===== config.mk =====
export PLATFORM = sky130hd
export DESIGN_NAME = poscnt_ctrl
export DESIGN_NICKNAME = d
export VERILOG_FILES = /design/src/rtl/poscnt_pkg.sv /design/src/rtl/sync_edge.sv /design/src/rtl/cnt_core.sv /design/src/rtl/zero_latch_unit.sv /design/src/rtl/meas_unit.sv /design/src/rtl/out_unit.sv /design/src/rtl/poscnt_ctrl.sv
export SDC_FILE = /design/constraint.sdc
export NUM_CORES = 1
export LEC_CHECK = 0
export BUFFER_PORTS_ARGS = -buffer_cell sky130_fd_sc_hd__buf_2
export CAP_MARGIN = 40
export CORE_UTILIZATION = 40
export DETAILED_ROUTE_END_ITERATION = 10
export GPL_ROUTABILITY_DRIVEN = 0
export MAX_ROUTING_LAYER = met4
export PLACE_DENSITY = 0.63
export SLEW_MARGIN = 40
export SYNTH_ARGS = -nofsm -noshare
export SYNTH_HDL_FRONTEND = slang
export SYNTH_HIERARCHICAL = 1
export SYNTH_SLANG_ARGS = --single-unit

===== constraint.sdc =====
create_clock -name clk -period 6.8 [get_ports clk]
set_input_delay 0.68 -clock clk [delete_from_list [all_inputs] [get_ports clk]]
set_output_delay 0.68 -clock clk [all_outputs]
set_load 0.05 [all_outputs]

===== src/rtl/poscnt_pkg.sv =====
package poscnt_pkg;
  localparam int BYTE_W = 8;

  typedef struct packed {
    logic mode_sel;
    logic cmp_en;
    logic man_out;
    logic fall_sel;
    logic rise_sel;
    logic preset_req;
    logic meas_off;
    logic zero_arm;
  } ctrl_t;

  typedef struct packed {
    logic mode_ack;
    logic rsvd;
    logic out_lvl;
    logic gate_lvl;
    logic zero_lvl;
    logic preset_ack;
    logic meas_done;
    logic zero_done;
  } stat_t;
endpackage


===== src/rtl/sync_edge.sv =====
module sync_edge #(
  parameter int STAGES = 2
) (
  input  logic clk,
  input  logic rst_n,
  input  logic din,
  output logic level,
  output logic rise,
  output logic fall
);
  logic [STAGES:0] sh;

  always_ff @(posedge clk) begin
    if (!rst_n) sh <= '0;
    else        sh <= {sh[STAGES-1:0], din};
  end

  assign level = sh[STAGES-1];
  assign rise  = sh[STAGES-1] & ~sh[STAGES];
  assign fall  = ~sh[STAGES-1] & sh[STAGES];
endmodule


===== src/rtl/cnt_core.sv =====
module cnt_core #(
  parameter int W = 32
) (
  input  logic         clk,
  input  logic         rst_n,
  input  logic         up,
  input  logic         dn,
  input  logic         preset_req,
  input  logic [W-1:0] preset_val,
  output logic [W-1:0] count,
  output logic         preset_ack,
  output logic         step_up,
  output logic         step_dn
);
  logic preset_prev;
  logic preset_edge;

  assign preset_edge = preset_req & ~preset_prev;
  assign step_up     = up & ~dn & ~preset_edge;
  assign step_dn     = dn & ~up & ~preset_edge;

  always_ff @(posedge clk) begin
    if (!rst_n) begin
      count       <= '0;
      preset_prev <= 1'b0;
      preset_ack  <= 1'b0;
    end else begin
      preset_prev <= preset_req;
      if (preset_edge)  count <= preset_val;
      else if (step_up) count <= count + W'(1);
      else if (step_dn) count <= count - W'(1);
      if (!preset_req)      preset_ack <= 1'b0;
      else if (preset_edge) preset_ack <= 1'b1;
    end
  end


  preset_load_chk: assert property (@(posedge clk) disable iff (!rst_n)
    (preset_req && !preset_prev) |=> (count == $past(preset_val) && preset_ack));


  count_up_chk: assert property (@(posedge clk) disable iff (!rst_n)
    (up && !dn && !(preset_req && !preset_prev)) |=> count == $past(count) + W'(1));


  count_hold_chk: assert property (@(posedge clk) disable iff (!rst_n)
    (up == dn && !(preset_req && !preset_prev)) |=> $stable(count));
endmodule


===== src/rtl/zero_latch_unit.sv =====
module zero_latch_unit #(
  parameter int W = 32
) (
  input  logic         clk,
  input  logic         rst_n,
  input  logic         arm,
  input  logic         zrise,
  input  logic [W-1:0] count,
  output logic [W-1:0] latch_q,
  output logic         done
);
  always_ff @(posedge clk) begin
    if (!rst_n) begin
      latch_q <= '0;
      done    <= 1'b0;
    end else if (!arm) begin
      done <= 1'b0;
    end else if (zrise && !done) begin
      latch_q <= count;
      done    <= 1'b1;
    end
  end


  zero_once_chk: assert property (@(posedge clk) disable iff (!rst_n)
    (done && arm) |=> $stable(latch_q));


  zero_clear_chk: assert property (@(posedge clk) disable iff (!rst_n)
    !arm |=> !done);
endmodule


===== src/rtl/meas_unit.sv =====
module meas_unit #(
  parameter int W = 32
) (
  input  logic         clk,
  input  logic         rst_n,
  input  logic         meas_off,
  input  logic         zero_arm,
  input  logic         rise_sel,
  input  logic         fall_sel,
  input  logic         g_rise,
  input  logic         g_fall,
  input  logic [W-1:0] count,
  output logic [W-1:0] rise_q,
  output logic [W-1:0] fall_q,
  output logic         done
);
  logic got_r, got_f;

  always_ff @(posedge clk) begin
    if (!rst_n) begin
      rise_q <= '0;
      fall_q <= '0;
      got_r  <= 1'b0;
      got_f  <= 1'b0;
    end else if (meas_off) begin
      got_r <= 1'b0;
      got_f <= 1'b0;
    end else if (!zero_arm) begin
      if (rise_sel && g_rise && !got_r) begin
        rise_q <= count;
        got_r  <= 1'b1;
      end
      if (fall_sel && g_fall && !got_f) begin
        fall_q <= count;
        got_f  <= 1'b1;
      end
    end
  end

  assign done = got_r & got_f;


  gate_lockout_chk: assert property (@(posedge clk) disable iff (!rst_n)
    zero_arm |=> ($stable(rise_q) && $stable(fall_q)));


  meas_clear_chk: assert property (@(posedge clk) disable iff (!rst_n)
    meas_off |=> !done);
endmodule


===== src/rtl/out_unit.sv =====
module out_unit #(
  parameter int W = 32
) (
  input  logic         clk,
  input  logic         rst_n,
  input  logic         cmp_en,
  input  logic         man_out,
  input  logic         step_up,
  input  logic         step_dn,
  input  logic [W-1:0] count,
  input  logic [W-1:0] cmp_val,
  output logic         out_q
);
  logic hit_up, hit_dn;

  assign hit_up = step_up && (count + W'(1) == cmp_val);
  assign hit_dn = step_dn && (count - W'(1) == cmp_val);

  always_ff @(posedge clk) begin
    if (!rst_n)       out_q <= 1'b0;
    else if (!cmp_en) out_q <= man_out;
    else if (hit_up)  out_q <= 1'b1;
    else if (hit_dn)  out_q <= 1'b0;
  end


  manual_out_chk: assert property (@(posedge clk) disable iff (!rst_n)
    !cmp_en |=> out_q == $past(man_out));


  cmp_hold_chk: assert property (@(posedge clk) disable iff (!rst_n)
    (cmp_en && !step_up && !step_dn) |=> $stable(out_q));
endmodule


===== src/rtl/poscnt_ctrl.sv =====
module poscnt_ctrl
  import poscnt_pkg::*;
#(
  parameter int W        = 32,
  parameter int SYNC_STG = 2
) (
  input  logic         clk,
  input  logic         rst_n,
  input  logic [7:0]   ctrl_byte,
  input  logic [W-1:0] preset_val,
  input  logic [W-1:0] cmp_val,
  input  logic         cnt_up,
  input  logic         cnt_dn,
  input  logic         zero_in,
  input  logic         gate_in,
  output logic [7:0]   status_byte,
  output logic [W-1:0] count,
  output logic [W-1:0] zero_latch,
  output logic [W-1:0] rise_latch,
  output logic [W-1:0] fall_latch,
  output logic         out_pin
);
  localparam int N_IN = 2;

  ctrl_t c;
  stat_t s;
  assign c = ctrl_t'(ctrl_byte);

  logic [N_IN-1:0] raw_in, lvl, rse, fll;
  assign raw_in = {gate_in, zero_in};

  for (genvar i = 0; i < N_IN; i++) begin : g_sync
    sync_edge #(.STAGES(SYNC_STG)) u_sync (
      .clk(clk), .rst_n(rst_n), .din(raw_in[i]),
      .level(lvl[i]), .rise(rse[i]), .fall(fll[i])
    );
  end

  logic preset_ack, step_up, step_dn, zero_done, meas_done;

  cnt_core #(.W(W)) u_cnt (
    .clk(clk), .rst_n(rst_n), .up(cnt_up), .dn(cnt_dn),
    .preset_req(c.preset_req), .preset_val(preset_val),
    .count(count), .preset_ack(preset_ack),
    .step_up(step_up), .step_dn(step_dn)
  );

  zero_latch_unit #(.W(W)) u_zero (
    .clk(clk), .rst_n(rst_n), .arm(c.zero_arm), .zrise(rse[0]),
    .count(count), .latch_q(zero_latch), .done(zero_done)
  );

  meas_unit #(.W(W)) u_meas (
    .clk(clk), .rst_n(rst_n), .meas_off(c.meas_off), .zero_arm(c.zero_arm),
    .rise_sel(c.rise_sel), .fall_sel(c.fall_sel),
    .g_rise(rse[1]), .g_fall(fll[1]), .count(count),
    .rise_q(rise_latch), .fall_q(fall_latch), .done(meas_done)
  );

  out_unit #(.W(W)) u_out (
    .clk(clk), .rst_n(rst_n), .cmp_en(c.cmp_en), .man_out(c.man_out),
    .step_up(step_up), .step_dn(step_dn), .count(count),
    .cmp_val(cmp_val), .out_q(out_pin)
  );

  logic unused_fall0;
  assign unused_fall0 = fll[0];

  always_comb begin
    s            = '0;
    s.mode_ack   = c.mode_sel;
    s.rsvd       = 1'b0;
    s.out_lvl    = out_pin;
    s.gate_lvl   = lvl[1];
    s.zero_lvl   = lvl[0];
    s.preset_ack = preset_ack;
    s.meas_done  = meas_done;
    s.zero_done  = zero_done;
  end
  assign status_byte = s;
endmodule


==> out/metrics.yaml <==
logic_synthesis:
  syn_area_um2: 9603
  syn_area_per_cell_um2: 8.090
  synth_nets: 1301
  syn_inst: 1187
  yosysWarnings: 6
die:
  start_util: 0.4079
  io_pins: 215
  dieWidth_um: 156.9
  core_area_um2: 23540
  row_count: 56
  die_h_um: 156.9
  dieArea_um2: 24630
sta:
  post-route-period-util: 0.6494
  min_period_ps: 4416
  finalHoldViolations: 0
  relSlewSlack: 0.4238
  hold_ws_ps: 427.9
  fin_skew_ps: 17.13
  finalMaxSlewViolations: 0
  setup_viol: 0
  tightestPinTransition_ps: 863.1
  rsz0062_at_grt: "no"
  fmax_mhz: 226.5
  finalSetupTns_ps: 0
cts:
  clockBufferDepth: 2
  cts_buffers: 17
  h-tree-depth: 4
  cts_setup_buffers: 0
  tritoncts: "built"
  clk_latency_ps: 420
  ctsResizeCount: 0
  cts_sinks: 140
  root_buffer: "clkbuf_16"
  cts_hold_buf: 0
  cts.reportedPaths.clkPinSlew_ps: 70
finish:
  drive_gt1_frac: 0.2126
  layout_common_cells: "260 x nand2_1, 210 x buf_2, 139 x dfxtp_1"
  nets: 1471
  final_common_cell: "nand2_1"
  fillers: 2392
  multi_input_area_um2: 6314
  syn_to_final_growth_pct: 18.08
  fin_util: 0.4817
  register_area_um2: 2804
  n_antenna_cell: 0
grt:
  grt_pass1_vias: 8544
  grt_remaining_overflow: 0
  grt_antenna_before_repair: 0
  grt_max_degree: 72
  grt_pass1_wl_um: 48470
  track_usage: 0.2667
setup_path:
  cp.required_ps: 7120
  crit_family: "compound AO/OA/AOI/OAI gates"
  crit_buf_inv: 2
  cp.arrival_ps: 4740
  cp_max_fo: 45
  crit_path_frequent_cell: "buf_4"
  cp_slowest_cell: "nand3b_1"
  cp-end-kind: "register"
  slowest_delay_ps: 670
  startpoint_type: "register"
  cp_cell_sequence: "nand2b_1 -> buf_4 -> nand3b_1 -> buf_4 -> ha_1 -> a21oi_1 -> nor2b_1 -> nor4b_1 -> a2111oi_2 -> a211o_2 -> a31oi_2 -> o21ai_2 -> xnor2_1 -> a311oi_1"
  worst-setup-path-type: "register to register"
drt:
  routed-via-count: 9407
  firstDrtPassIters: 5
  drt-vias-per-instance: 5.573
  drc: 0
  totalWireLength_um: 32560
  wl_per_cell_um: 19.29
  ant_nets: 0
  drt_iter0_drc: 775
hold_path:
  hp-class: "register to register"
power_and_ir_drop:
  p_leak_nw: 4.653
  ir_worst_vdd_mv: 0.1649
  power.density_nw_per_um2: 267.8
placed_design:
  port_buffers: 211
  dp_hpwl_um: 22780
run:
  max-cap-violations: 0
run_status:
  status: "finished, final reports clean"
[per-stage QoR]
step | area (µm²) | instances | worst slack [ps] | power [W]
2_1_floorplan | 9603 | 1187 | 2441 | 0.001799
3_3_place_gp | 10740 | 1656 | 2100 | 0.002083
3_5_place_dp | 10770 | 1657 | 2012 | 0.002092
4_1_cts | 11340 | 1688 | 2408 | 0.003040
5_1_grt | 11340 | 1688 | 1984 | 0.003183
6_report | 11340 | 1688 | 2384 | 0.003037
[worst register-to-register path: cells and delay by family, from the launching register on]
| kind | cells | cell delay, ps |
|---|---|---|
| adders and majority gates | 1 | 350 |
| AOI/OAI and AO/OA | 6 | 1400 |
| and+or+nand+nor | 4 | 1260 |
| buffers and inverters | 2 | 850 |
| xor gates and xnor gates | 1 | 120 |
| DFF | 1 | 340 |
[power by group]
| group | switching [W] | internal, W |
|---|---|---|
| clock network | 0.000391 | 0.000544 |
| logic | 0.000692 | 0.000403 |
| registers | 0.000149 | 0.000857 |
[layout make-up]
class	instances	share of cell area
repair buffers	226	0.1043
clock buffers	19	0.03818
well taps	319	0.03520
flip-flops and latches	140	0.2473
inverters	18	0.005958
multi-input cells	954	0.5568
clock inverters	12	0.01236
[registers in the layout (all words and copies together) (netlist names)]
| signal | flops |
|---|---|
| u_zero/latch_q | 32 |
| u_meas/got_f | 1 |
| u_cnt/count | 32 |
| u_zero/done | 1 |
| g_sync.u_sync/sh | 6 |
| u_meas/rise_q | 32 |
| u_cnt/preset_prev | 1 |
| u_meas/got_r | 1 |
| u_meas/fall_q | 32 |
| u_cnt/preset_ack | 1 |
| u_out/out_q | 1 |
[metal layers]
layer	part of all wire	up-vias	wire length, µm	track usage
li1	-	4561	-	-
met1	0.43	4449	14160	0.3299
met2	0.48	343	15600	0.4383
met3	0.053	54	1728	0.03552
met4	0.033	0	1071	0.1069
met5	0	-	0	-
[final timing paths]
| check | startpoint | to | slack [ps] | cells past startpoint |
|---|---|---|---|---|
| max | u_cnt/preset_prev | u_cnt/count[28] | 2380 | 14 |
| min | g_sync[1].u_sync/sh[0] | g_sync[1].u_sync/sh[1] | 430 | 1 |
| max reg2reg | u_cnt/preset_prev | u_cnt/count[28] | 2380 | 14 |
| min reg2reg | g_sync[1].u_sync/sh[0] | g_sync[1].u_sync/sh[1] | 430 | 1 |
No activity file was read; power rests on OpenSTA's default activity.
